### config.mk
export PLATFORM = sky130hd
export DESIGN_NAME = mhz_step_divider
export DESIGN_NICKNAME = d
export VERILOG_FILES = /design/src/rtl/wdiv_pkg.sv /design/src/rtl/wdiv_edge_sync.sv /design/src/rtl/wdiv_mod_reduce.sv /design/src/rtl/wdiv_counter.sv /design/src/rtl/mhz_step_divider.sv
export SDC_FILE = /design/constraint.sdc
export NUM_CORES = 1
export LEC_CHECK = 0
export BUFFER_PORTS_ARGS = -buffer_cell sky130_fd_sc_hd__buf_2
export CORE_UTILIZATION = 25
export DETAILED_ROUTE_END_ITERATION = 8
export PLACE_DENSITY = 0.47
export SETUP_SLACK_MARGIN = 0.05
export SLEW_MARGIN = 20
export SYNTH_ARGS = -nofsm -noshare
export SYNTH_HDL_FRONTEND = slang
export SYNTH_SLANG_ARGS = --single-unit
### constraint.sdc
create_clock -name clk -period 0.8 [get_ports clk]
set_input_delay 0.12 -clock clk [delete_from_list [all_inputs] [get_ports clk]]
set_output_delay 0.12 -clock clk [all_outputs]
set_load 0.03 [all_outputs]
### src/rtl/wdiv_pkg.sv
package wdiv_pkg;
  localparam int SET_W_DEF   = 10;
  localparam int MOD_BASE_DEF = 40;
  localparam int TERM_DEF    = 47;

  typedef enum logic {
    PH_PRIME = 1'b0,
    PH_RUN   = 1'b1
  } div_phase_e;
endpackage

### src/rtl/wdiv_edge_sync.sv
module wdiv_edge_sync (
  input  logic clk,
  input  logic rst_n,
  input  logic async_i,
  output logic fall_o
);
  logic meta_q, stab_q, hist_q;
  logic meta_d, stab_d, hist_d;

  always_comb begin
    meta_d = async_i;
    stab_d = meta_q;
    hist_d = stab_q;
  end

  always_ff @(posedge clk or negedge rst_n) begin
    if (!rst_n) begin
      meta_q <= 1'b1;
      stab_q <= 1'b1;
      hist_q <= 1'b1;
    end else begin
      meta_q <= meta_d;
      stab_q <= stab_d;
      hist_q <= hist_d;
    end
  end

  assign fall_o = hist_q & ~stab_q;

  AST_FALL_SINGLE: assert property (@(posedge clk) disable iff (!rst_n)
    fall_o |=> !fall_o);
endmodule

### src/rtl/wdiv_mod_reduce.sv
module wdiv_mod_reduce #(
  parameter int SET_W    = wdiv_pkg::SET_W_DEF,
  parameter int MOD_BASE = wdiv_pkg::MOD_BASE_DEF,
  parameter int REM_W    = $clog2(MOD_BASE)
) (
  input  logic [SET_W-1:0] set_i,
  output logic [REM_W-1:0] rem_o
);
  localparam int KMAX = SET_W - $clog2(MOD_BASE);
  localparam int W    = SET_W + 1;

  logic [W-1:0] part [0:KMAX+1];

  assign part[0] = {1'b0, set_i};

  for (genvar g = 0; g <= KMAX; g++) begin : g_stage
    localparam logic [W-1:0] SUB = W'(MOD_BASE) << (KMAX - g);
    assign part[g+1] = (part[g] >= SUB) ? (part[g] - SUB) : part[g];
  end

  assign rem_o = part[KMAX+1][REM_W-1:0];

  always_comb begin
    AST_REM_RANGE: assert (part[KMAX+1] < W'(MOD_BASE));
  end
endmodule

### src/rtl/wdiv_counter.sv
module wdiv_counter #(
  parameter int TERM    = wdiv_pkg::TERM_DEF,
  parameter int START_W = 6,
  parameter int CNT_W   = $clog2(TERM + 1)
) (
  input  logic               clk,
  input  logic               rst_n,
  input  logic [START_W-1:0] start_i,
  input  logic               fall_i,
  output logic               pulse_o,
  output logic [CNT_W-1:0]   ratio_o
);
  import wdiv_pkg::*;

  localparam logic [CNT_W-1:0] LAST = CNT_W'(TERM - 1);
  localparam logic [CNT_W-1:0] TOP  = CNT_W'(TERM);

  div_phase_e       phase_q, phase_d;
  logic [CNT_W-1:0] cnt_q, cnt_d;
  logic [CNT_W-1:0] start_q, start_d;
  logic             pulse_q, pulse_d;

  always_comb begin
    phase_d = phase_q;
    cnt_d   = cnt_q;
    start_d = start_q;
    pulse_d = 1'b0;
    if (phase_q == PH_PRIME) begin
      cnt_d   = CNT_W'(start_i);
      start_d = CNT_W'(start_i);
      phase_d = PH_RUN;
    end else if (fall_i) begin
      if (cnt_q == LAST) begin
        cnt_d   = CNT_W'(start_i);
        start_d = CNT_W'(start_i);
        pulse_d = 1'b1;
      end else begin
        cnt_d = cnt_q + 1'b1;
      end
    end
  end

  always_ff @(posedge clk or negedge rst_n) begin
    if (!rst_n) begin
      phase_q <= PH_PRIME;
      cnt_q   <= '0;
      start_q <= '0;
      pulse_q <= 1'b0;
    end else begin
      phase_q <= phase_d;
      cnt_q   <= cnt_d;
      start_q <= start_d;
      pulse_q <= pulse_d;
    end
  end

  assign pulse_o = pulse_q;
  assign ratio_o = TOP - start_q;

  AST_CNT_RANGE: assert property (@(posedge clk) disable iff (!rst_n)
    (phase_q == PH_RUN) |-> (cnt_q >= start_q && cnt_q <= LAST));
  AST_RELOAD_AT_START: assert property (@(posedge clk) disable iff (!rst_n)
    pulse_q |-> (cnt_q == start_q));
  AST_PULSE_ONE_CYCLE: assert property (@(posedge clk) disable iff (!rst_n)
    pulse_q |=> !pulse_q);
  AST_START_HELD: assert property (@(posedge clk) disable iff (!rst_n)
    (phase_q == PH_RUN && !fall_i) |=> $stable(start_q));
  AST_RATIO_BOUNDS: assert property (@(posedge clk) disable iff (!rst_n)
    (phase_q == PH_RUN) |-> (ratio_o >= CNT_W'(1) && ratio_o <= TOP));
endmodule

### src/rtl/mhz_step_divider.sv
module mhz_step_divider #(
  parameter int SET_W    = wdiv_pkg::SET_W_DEF,
  parameter int MOD_BASE = wdiv_pkg::MOD_BASE_DEF,
  parameter int TERM     = wdiv_pkg::TERM_DEF,
  localparam int REM_W   = $clog2(MOD_BASE),
  localparam int CNT_W   = $clog2(TERM + 1)
) (
  input  logic             clk,
  input  logic             rst_n,
  input  logic [SET_W-1:0] step_set,
  input  logic             pulse_in,
  output logic             div_pulse,
  output logic [CNT_W-1:0] div_ratio
);
  logic rst_meta_q, rst_sync_q;
  logic fall;
  logic [REM_W-1:0] rem;

  always_ff @(posedge clk or negedge rst_n) begin
    if (!rst_n) begin
      rst_meta_q <= 1'b0;
      rst_sync_q <= 1'b0;
    end else begin
      rst_meta_q <= 1'b1;
      rst_sync_q <= rst_meta_q;
    end
  end

  wdiv_edge_sync u_edge (
    .clk     (clk),
    .rst_n   (rst_sync_q),
    .async_i (pulse_in),
    .fall_o  (fall)
  );

  wdiv_mod_reduce #(
    .SET_W    (SET_W),
    .MOD_BASE (MOD_BASE),
    .REM_W    (REM_W)
  ) u_mod (
    .set_i (step_set),
    .rem_o (rem)
  );

  wdiv_counter #(
    .TERM    (TERM),
    .START_W (REM_W),
    .CNT_W   (CNT_W)
  ) u_cnt (
    .clk     (clk),
    .rst_n   (rst_sync_q),
    .start_i (rem),
    .fall_i  (fall),
    .pulse_o (div_pulse),
    .ratio_o (div_ratio)
  );

  AST_RESET_QUIET: assert property (@(posedge clk)
    !rst_sync_q |-> !div_pulse);
endmodule

==> results of run 1 <==
==> logic make-up (layout without fill, tap and decap cells) <==
family,after synthesis,count (layout),share of synthesized area
adder cells (fa/ha/maj),6,6,0.0408
XOR/XNOR,3,3,0.0143
flip-flops,19,19,0.260
buffers and inverters,24,130,0.0523
AO/OA/AOI/OAI,78,78,0.348
multiplexers,5,5,0.0292
other,1,2,0.00204
AND/OR/NAND/NOR,83,83,0.253
==> worst register-to-register path, delay by kind of cell (launching register included) <==
family	cells	cell delay (ps)
multiplexers	1	280
AO/OA/AOI/OAI	2	370
AND/OR/NAND/NOR	3	190
adder cells (fa/ha/maj)	1	180
flip-flops	1	410
buffers and inverters	1	130
==> cell usage after synthesis (6+ instances only) <==
| library cell | instances |
|---|---|
| a21oi_1 | 12 |
| o21ai_0 | 14 |
| nor2_1 | 17 |
| dfrtp_1 | 16 |
| nand3_1 | 6 |
| inv_1 | 16 |
| nand4_1 | 6 |
| nand2_1 | 20 |
| ha_1 | 6 |
==> worst paths after layout <==
kind                                startpoint                to  slack [ps]  cells after the start
min in group clk                   step_set[1]    u_cnt.cnt_q[1]         210                      4
worst min register to register      rst_sync_q  u_cnt.start_q[4]         180                      1
worst max-delay path               step_set[7]  u_cnt.start_q[3]       -2540                     15
worst max register to register  u_cnt.cnt_q[1]  u_cnt.start_q[3]        -850                      8
max in group asynchronous           rst_sync_q     u_edge.hist_d         400                      1
worst min-delay path                     rst_n        rst_meta_q         180                      2
==> report_power, final <==
part	leakage, nW	internal [mW]	switching, mW
logic	1.11	1.29	1.18
registers	0.221	1.11	0.148
clock network	0.0255	0.345	0.295
total	1.36	2.75	1.62
==> registers in the layout (all words and copies together), names as in the netlist <==
register / cells
u_edge.meta_q: 1
rst_sync_q: 1
u_edge.hist_d: 1
u_cnt.cnt_q: 6
rst_meta_q: 1
u_edge.hist_q: 1
u_cnt.phase_q: 1
u_cnt.pulse_o: 1
u_cnt.start_q: 6
==> layout by cell type, fill, tap and decap left out, types with 3 or more instances in the layout <==
cell type | synthesis | layout
buf_4 | 1 | 84
clkbuf_8 | 0 | 3
nand3_1 | 6 | 6
o211ai_1 | 3 | 3
buf_2 | 2 | 10
a31oi_1 | 5 | 4
dfstp_2 | 3 | 3
ha_4 | 0 | 4
a21oi_1 | 12 | 10
inv_1 | 16 | 6
o21ai_2 | 2 | 3
a22oi_1 | 3 | 3
o21ai_1 | 2 | 9
nand2_2 | 1 | 5
buf_6 | 0 | 12
nand4_1 | 6 | 6
inv_2 | 0 | 8
dfrtp_1 | 16 | 14
o21ai_0 | 14 | 6
nand2b_1 | 3 | 3
a211oi_1 | 3 | 3
nor2_2 | 1 | 3
nor2_1 | 17 | 14
or3_1 | 4 | 3
and3_1 | 5 | 5
nand2_1 | 20 | 14
nor2b_1 | 4 | 3
nor3_1 | 5 | 3
==> layout make-up <==
type | instances | area (um^2)
clock buffers | 3 | 41.3
clock inverters | 1 | 5.00
fillers | 703 | 3860
inverters | 16 | 75.1
multi-input cells | 177 | 1490
flip-flops and latches | 19 | 482
well taps | 96 | 120
repair buffers | 110 | 871
==> layer usage <==
metal | routed length (um) | part of all wire
met1 | 2930 | 0.51
met2 | 2650 | 0.46
met3 | 173 | 0.030
met4 | 18 | 0.0031
met5 | 0 | 0
==> repair_timing <==
item	4_1_cts	5_1_grt
endpoints found under the hold margin	3	0
pin swaps	15	8
hold buffers	2	0
endpoints found under the setup margin	20	20
setup buffers	7	5
resized for setup	45	15
==> per-stage QoR <==
step                 util  setup slack, ps  total power, mW  TNS (ps)
floorplan               -            -2920             2.61    -20120
global placement    0.399            -3010             3.44    -21640
detailed placement  0.399            -3040             3.44    -21750
CTS                 0.433            -2520             4.34    -19610
global route        0.444            -2650             4.67    -20980
finish              0.444            -2540             4.37    -19430
==> flow_summary_export.csv, run 1 <==
group,metric,value,unit
routing,vias,2030,
setup_path,crit_fanout,4,
yosys,ys_types,67,
global_routing,grt_pass1_vias,2019,
clock_network,htree_levels,1,
outcome,violations,"setup timing",
setup_path,worstPathCellList,"buf_4, ha_4, or4b_4, o311ai_4, a21oi_2, a41oi_2, o21ai_2, or3_4, xnor2_2, ha_2, inv_2, or4_4, a31oi_4, mux2_4, a221oi_2",
outcome,status,"finished with violations",
yosys,syn-cell-area,1840,um^2
layout,drive_gt1_frac,0.561,
power_and_ir_drop,p_leak,1.36,nW
setup_path,crit_slowest_cell,"or4b_4",
routing,drtPass1Iterations,4,
timing,rsz0062_at_grt,"true",
placement,dp_hpwl,4620,um
layout,final_cells,422,
layout,fin_area,3080,um^2
setup_path,cp_top_family,"simple AND/OR/NAND/NOR gates",
die,ios,20,
clock_network,clock_path_buffers,2,
clock_network,path_clk_slew,60,ps
timing,slew_headroom,0.652,
yosys,synth_area_leaders,"dfrtp_1 22%, dfstp_2 4.3%, ha_1 4.1%",
global_routing,antenna_found_initial,0,
global_routing,met3_usage,0.0207,
global_routing,grt_pass1_wl,9370,um
placement,dp_cells,408,
routing,post_drt_wl_per_cell,13.7,um
die,dieArea,7710,um^2
routing,drt_iter0_drc,95,
yosys,synth_edf_count,0,
routing,ant_nets,0,
global_routing,top_usage_layer,"met2",
job,maxCapViolations,0,
setup_path,cp-end-kind,"register",
timing,final_max_slew_viol_count,0,
clock_network,insertion_delay,250,ps
setup_path,cp.required,960,ps
yosys,synthFlopType,"dfrtp_1",
timing,final_hold_viol_count,0,
power_and_ir_drop,powerDensity,1420,nW/um^2
clock_network,cts_sinks,19,
power_and_ir_drop,peakVddDrop,826,uV
yosys,synth_top_area_frac,0.218,
timing,clock_skew,7.98,ps
die,rows,30,
global_routing,grt_overflow,0,
setup_path,arrival,3500,ps
layout,syn_to_final_growth,67.4,%
setup_path,cp-start-kind,"primary input",
timing,setup_ws,-2540,ps
placement,routabilityCongestion,0.852,
yosys,async_flop_share,1.00,
timing,setup_viol,20,
global_routing,globalRouteTotalUtil,0.153,
yosys,synth_cells,219,
routing,viasPerCell,4.81,
routing,routed_wl,5780,um
die,initial_core_util,0.265,
layout,fin_nets,346,
global_routing,use_met2,0.253,
placement,dpl-instance-area,2770,um^2
yosys,synth_top_cell_by_area,"dfrtp_1",
placement,io_buffers,19,
clock_network,cts_tree,"built",
worst_hold_path,hold_path_class,"in2async",
global_routing,grtUsageMet1,0.220,
timing,clock.fmax,0.299,GHz
die,die-height,87.8,um
clock_network,cts_root_buffer,"clkbuf_8",
setup_path,critical-path-max-stage-delay,470,ps
yosys,syn_avg_cell_area,8.40,um^2
timing,period_needed,3340,ps
yosys,synth-seq-cells,19,
timing,worst_pin_slew,516,ps
timing,holdWs,179,ps
yosys,ys_warn_count,0,
clock_network,cts_buffers,3,
global_routing,grt_max_degree,18,
setup_path,critPathKind,"in2reg",
routing,drc,0,
timing,min_period_over_period,4.18,
layout,n_antenna_cell,0,
die,die_x,87.8,um
setup_path,worst-path-buf-inv,2,
yosys,ys_seq_area_frac,0.260,
die,core,6940,um^2
No activity file was read; power rests on OpenSTA's default activity.
==> run 2, diff against run 1 <==
--- a/config.mk
+++ b/config.mk
@@ -13,4 +13,5 @@
 export SLEW_MARGIN = 20
 export SYNTH_ARGS = -nofsm -noshare
 export SYNTH_HDL_FRONTEND = slang
+export SYNTH_HIERARCHICAL = 1
 export SYNTH_SLANG_ARGS = --single-unit
==> run 2 against run 1 <==
  * The run ends with DRC, setup timing left
  * Clock power rose by 2%
  * Die area is 7.8% lower
  * Combinational power rose by 21%
  * Cell area shrank 2.2%
  * Register-to-register slack hardly changed
  * Sequential cell count unchanged
  * Clock-buffer cell count unchanged
  * Worst setup slack worse by 560 ps
  * Utilization up 2.3 points
==> flow_summary_export.csv, run 2 <==
group,metric,value,unit
outcome,status,"finished with violations",
outcome,violations,"DRC, setup timing",
placement,dpl_worst_slack,-3360,ps
routing,drtPass1Iterations,6,
yosys,async_flop_share,1.00,
clock_network,cts_tree,"built",
setup_path,cp.required,980,ps
worst_hold_path,hold_path_class,"in2async",
setup_path,worstPathCellList,"buf_6, or4_4, or4_4, o211ai_4, a31oi_4, and2_4, a221oi_4, and2b_4, xor2_2, ha_2, a21oi_2, a21oi_2, o31ai_2, a21oi_2, o31a_1, mux2i_2, o22ai_1, a41o_1, nor3_2",
yosys,synth-seq-cells,19,
die,dieArea,7110,um^2
die,initial_core_util,0.262,
yosys,synth_compound_area_frac,0.278,
setup_path,crit_start,"step_set[0]",
layout,fin_nets,316,
clock_network,insertion_delay,250,ps
layout,multi_input_area,1420,um^2
routing,post_drt_wl_per_cell,14.5,um
placement,routabilityCongestion,0.832,
setup_path,crit_top_cell,"a21oi_2",
power_and_ir_drop,p_int,3.15,mW
layout,syn_to_final_growth,77.8,%
setup_path,cp-start-kind,"primary input",
timing,final_hold_viol_count,0,
placement,dp_cells,344,
power_and_ir_drop,p_seq_frac,0.264,
yosys,synth_area_leaders,"dfrtp_1 24%, dfstp_2 4.7%, mux2_2 4.7%",
yosys,syn_avg_cell_area,8.87,um^2
setup_path,cp_top_family,"simple AND/OR/NAND/NOR gates",
routing,routed_wl,5420,um
timing,setup_ws,-3100,ps
die,die-height,84.3,um
setup_path,cp-end-kind,"register",
timing,min_period_over_period,4.88,
yosys,muxShareOfSynthArea,0.0583,
yosys,synthSimpleGateAreaFrac,0.230,
yosys,syn_nets,209,
power_and_ir_drop,p_comb_frac,0.604,
layout,drive_gt1_frac,0.636,
timing,clock_skew,2.93,ps
clock_network,cts_buffers,3,
placement,dp_hpwl,3890,um
setup_path,critPathKind,"in2reg",
timing,final_max_slew_viol_count,0,
yosys,synth_edf_count,0,
global_routing,grt_max_degree,18,
setup_path,critical-path-max-stage-delay,590,ps
setup_path,worst-path-buf-inv,1,
routing,viasPerCell,4.98,
setup_path,arrival,4080,ps
routing,drt_iter0_drc,77,
layout,final_cells,374,
yosys,ys_seq_area_frac,0.283,
routing,drc,2,
clock_network,path_clk_slew,70,ps
power_and_ir_drop,p_clk_frac,0.133,
routing,ant_nets,0,
job,maxCapViolations,0,
power_and_ir_drop,peakVddDrop,606,uV
yosys,ys_types,70,
global_routing,grt_overflow,0,
layout,most-common-layout-cells,"87 x buf_4, 16 x buf_6, 14 x dfrtp_1, 9 x buf_2, 9 x nor2_1",
yosys,synth_top_cell_by_area,"dfrtp_1",
global_routing,antenna_found_initial,0,
setup_path,r2r-start,"u_cnt/cnt_q[0]",
yosys,synthAdderAreaFrac,0.0428,
layout,n_antenna_cell,0,
power_and_ir_drop,p_leak,1.33,nW
timing,clock.fmax,0.256,GHz
clock_network,clock_path_buffers,2,
yosys,synthFlopType,"dfrtp_1",
yosys,yosys-top-cells-count,"16 x dfrtp_1, 13 x inv_1, 9 x a21oi_1, 9 x nor2_1",
yosys,synth_top_family_by_area,"compound AO/OA/AOI/OAI gates",
power_and_ir_drop,total_power,4.93,mW
die,rows,29,
yosys,synth_cells,191,
yosys,ys_warn_count,6,
global_routing,grt_pass1_wl,8650,um
die,ios,20,
placement,io_buffers,19,
die,die_x,84.3,um
layout,reg_top3,"u_cnt/cnt_q (6), u_cnt/start_q (6)",
timing,setup_viol,20,
layout,final_common_cell,"buf_4",
global_routing,grt_pass1_vias,1807,
layout,seqCellArea,482,um^2
clock_network,cts_root_buffer,"clkbuf_8",
layout,fin_util,0.466,
routing,vias,1864,
timing,rsz0062_at_grt,"true",
power_and_ir_drop,p_sw,1.78,mW
clock_network,htree_levels,1,
yosys,syn-cell-area,1690,um^2
clock_network,cts_sinks,19,
yosys,synth_most_common_cell,"dfrtp_1",
setup_path,crit_slowest_cell,"or4_4",
timing,period_needed,3900,ps
power_and_ir_drop,netSwitchingFraction,0.361,
die,core,6460,um^2
layout,fillers,604,
yosys,synth_xor_area_frac,0.0362,
yosys,synth_top_area_frac,0.236,
setup_path,crit_fanout,6,
power_and_ir_drop,powerDensity,1640,nW/um^2
global_routing,globalRouteTotalUtil,0.150,
-- run 2: cell types whose count changed after synthesis, moves of 3 or more --
cell	previous run	this run
nand2_1	20	8
nand3_1	6	3
xor2_1	0	3
o21a_1	1	4
o21ai_0	14	7
mux2_2	1	7
buf_4	1	4
nor2_1	17	9
inv_1	16	13
a21oi_1	12	9
-- run 2: metrics by stage --
step | hold WS [ps] | instance area, um^2 | TNS (ps)
floorplan | -176 | 1880 | -22870
global placement | -94.7 | 2490 | -24460
detailed placement | -94.5 | 2490 | -24480
CTS | 170 | 2840 | -23010
global route | 186 | 3010 | -25320
finish | 178 | 3010 | -23730
-- run 2: power groups by stage --
stage	combinational, mW	clock (mW)	sequential (mW)
global route	3.18	0.718	1.32
floorplan	1.42	0	1.32
global placement	2.28	0	1.29
finish	2.98	0.654	1.30
CTS	2.72	0.690	1.30
detailed placement	2.27	0	1.29
-- run 2: logic make-up after synthesis --
group	count (synthesis)
xor gates and xnor gates	7
other	2
AOI/OAI and AO/OA	60
buffers and inverters	26
adders and majority gates	6
muxes	9
and+or+nand+nor	62
DFF	19
-- run 2: final timing paths --
| check | slack (ps) | cells past startpoint | to |
|---|---|---|---|
| hold reg to reg | 190 | 1 | u_cnt/start_q[1] |
| hold / removal | 180 | 2 | rst_sync_q |
| min in group clk | 230 | 3 | u_cnt/cnt_q[1] |
| setup / recovery | -3100 | 19 | u_cnt/cnt_q[4] |
| max in group asynchronous | 400 | 1 | u_edge/hist_q |
| setup reg to reg | -860 | 8 | u_cnt/cnt_q[3] |
-- run 2: final cells by class --
type | instances | share of cell area
Sequential cell | 19 | 0.160
Timing Repair Buffer | 115 | 0.305
Clock buffer | 3 | 0.0137
Multi-Input combinational cell | 146 | 0.470
Inverter | 13 | 0.0179
Clock inverter | 1 | 0.00166
Tap cell | 77 | 0.0320
-- run 2: layer usage --
metal | part of all wire | GRT usage
met1 | 0.44 | 0.200
met2 | 0.53 | 0.268
met3 | 0.018 | 0.0118
met4 | 0.013 | 0.0298
met5 | 0 | 0
-- run 2: what timing repair did --
item,in CTS,in global routing
hold buffers,2,0
setup buffers,14,14
gates resized for setup,49,18
endpoints found under the setup margin,20,20
pin swaps,12,14
endpoints found under the hold margin,3,0
==> run 3, diff against run 2 <==
--- a/config.mk
+++ b/config.mk
@@ -8,7 +8,7 @@
 export BUFFER_PORTS_ARGS = -buffer_cell sky130_fd_sc_hd__buf_2
 export CORE_UTILIZATION = 25
 export DETAILED_ROUTE_END_ITERATION = 8
-export PLACE_DENSITY = 0.47
+export PLACE_DENSITY = 0.43
 export SETUP_SLACK_MARGIN = 0.05
 export SLEW_MARGIN = 20
 export SYNTH_ARGS = -nofsm -noshare
==> run 3 against run 2 <==
  * The flow still finishes with violations (DRC, setup timing)
  * Cell count is 0.27% higher
  * Sequential share of layout area fell by 0.20 points
  * Sequential cell count stayed put
  * Die area did not move
==> flow_summary_export.csv, run 3 (same netlist as run 2, synthesis figures left out) <==
group,metric,value,unit
routing,drt_iter0_drc,49,
die,die-height,84.3,um
placement,dp_cells,349,
timing,setup_tns,-22940,ps
power_and_ir_drop,p_int,3.17,mW
layout,most-common-layout-cells,"80 x buf_4, 22 x buf_6, 14 x dfrtp_1, 9 x buf_2",
power_and_ir_drop,powerDensity,1620,nW/um^2
power_and_ir_drop,p_clk_frac,0.136,
power_and_ir_drop,p_comb_frac,0.601,
timing,period_needed,3750,ps
layout,fillers,609,
timing,clock_skew,2.54,ps
clock_network,cts_sinks,19,
timing,clock.fmax,0.267,GHz
timing,rsz0062_at_grt,"true",
routing,routed_wl,5360,um
global_routing,top_usage_layer,"met2",
global_routing,use_met2,0.301,
setup_path,r2r-start,"u_cnt/cnt_q[0]",
clock_network,cts_root_buffer,"clkbuf_8",
clock_network,htree_levels,1,
setup_path,crit_start,"step_set[1]",
clock_network,insertion_delay,250,ps
die,dieArea,7110,um^2
global_routing,globalRouteTotalUtil,0.157,
layout,drive_gt1_frac,0.641,
placement,dp_hpwl,4080,um
placement,routabilityCongestion,0.856,
layout,syn_to_final_growth,80.1,%
layout,reg_top3,"u_cnt/cnt_q (6), u_cnt/start_q (6)",
outcome,violations,"DRC, setup timing",
routing,vias,1872,
setup_path,reg2reg_to,"u_cnt/start_q[5]",
setup_path,arrival,3930,ps
power_and_ir_drop,netSwitchingFraction,0.361,
routing,drc,2,
die,core,6460,um^2
setup_path,r2r_setup_slack,-810,ps
power_and_ir_drop,p_seq_frac,0.263,
timing,holdWs,169,ps
setup_path,critPathCapture,"u_cnt/cnt_q[4]",
outcome,status,"finished with violations",
clock_network,clock_path_buffers,2,
layout,final_cells,375,
placement,io_buffers,19,
routing,drtPass1Iterations,7,
setup_path,critPathKind,"in2reg",
timing,min_period_over_period,4.68,
die,rows,29,
timing,setup_viol,20,
setup_path,cp.required,980,ps
clock_network,cts_buffers,3,
global_routing,met3_usage,0.00885,
die,ios,20,
worst_hold_path,hold_path_class,"in2async",
setup_path,cp-start-kind,"primary input",
timing,setup_ws,-2950,ps
routing,viasPerCell,4.99,
global_routing,antenna_found_initial,0,
clock_network,cts_tree,"built",
die,initial_core_util,0.262,
global_routing,grt_overflow,0,
global_routing,grt_pass1_wl,9040,um
timing,final_max_slew_viol_count,0,
setup_path,cp-end-kind,"register",
routing,ant_nets,0,
layout,fin_nets,317,
power_and_ir_drop,p_leak,1.34,nW
power_and_ir_drop,peakVddDrop,585,uV
power_and_ir_drop,p_sw,1.79,mW
setup_path,crit_fanout,4,
layout,final_common_cell,"buf_4",
job,maxCapViolations,0,
global_routing,grt_max_degree,18,
global_routing,grtUsageMet1,0.190,
global_routing,grt_pass1_vias,1921,
placement,dpl_worst_slack,-3400,ps
timing,final_hold_viol_count,0,
routing,post_drt_wl_per_cell,14.3,um
setup_path,reg2regPathDepth,7,
layout,n_antenna_cell,0,
clock_network,path_clk_slew,70,ps
die,die_x,84.3,um
## run 3: cell count changes in the layout (fill, tap and decap cells not counted), moves of 2 or more
cell,previous run,this run
inv_1,6,8
buf_6,16,22
buf_12,1,3
a31oi_1,2,4
inv_2,6,4
buf_4,87,80
## run 3: cell type report
class                   instances  area [um^2]  area share
clock buffers                   3         41.3      0.0135
clock inverters                 1         5.00     0.00164
inverters                      13         53.8      0.0176
multi-input cells             146         1400       0.459
flip-flops and latches         19          482       0.158
well taps                      77         96.3      0.0316
repair buffers                116          973       0.319
## run 3: worst max-delay path, stage by stage
cell and delay [ps]:
buf_6 90, or4_4 570, or4_4 450, o211ai_2 140, a31oi_1 140, buf_4 170
and2_4 170, a221oi_4 280, and2b_4 210, xor2_2 160, ha_2 210, a21oi_2 40
a21oi_2 120, o31ai_2 80, a21oi_2 140, o31a_1 190, mux2i_1 240, o22ai_1 100
a41o_1 210, nor3_2 100
## run 3: routing by layer
metal / share of wire / up-vias
li1: - / 928
met1: 0.44 / 921
met2: 0.54 / 19
met3: 0.012 / 4
met4: 0.011 / 0
met5: 0 / -
## run 3: worst min path at each step
stage | start | end | slack [ps]
6_report | rst_n | rst_sync_q | 170
5_1_grt | rst_n | rst_meta_q | 160
4_1_cts | rst_n | rst_meta_q | 160
3_5_place_dp | rst_n | rst_sync_q | -90
3_3_place_gp | rst_n | rst_sync_q | -90
2_1_floorplan | rst_n | rst_meta_q | -180
## run 3: power by group through the flow
stage               Sequential, mW  Combinational [mW]  Clock, mW
global route                  1.33                3.20      0.730
finish                        1.30                2.98      0.677
floorplan                     1.32                1.42          0
CTS                           1.30                2.72      0.706
global placement              1.30                2.34          0
detailed placement            1.30                2.31          0
## run 3: timing repair
| item | in CTS | in global routing |
|---|---|---|
| endpoints found under the setup margin | 20 | 20 |
| endpoints found under the hold margin | 3 | 0 |
| hold buffers | 2 | 0 |
| setup buffers | 24 | 7 |
| pin swaps | 12 | 10 |
| gates resized for setup | 46 | 27 |
## run 3: per-stage QoR
step	power [mW]	area, um^2	util
after global placement	3.63	2540	0.393
after detailed placement	3.61	2540	0.393
after floorplan	2.74	1880	-
after global routing	5.26	3050	0.472
final	4.96	3050	0.472
after CTS	4.73	2900	0.449
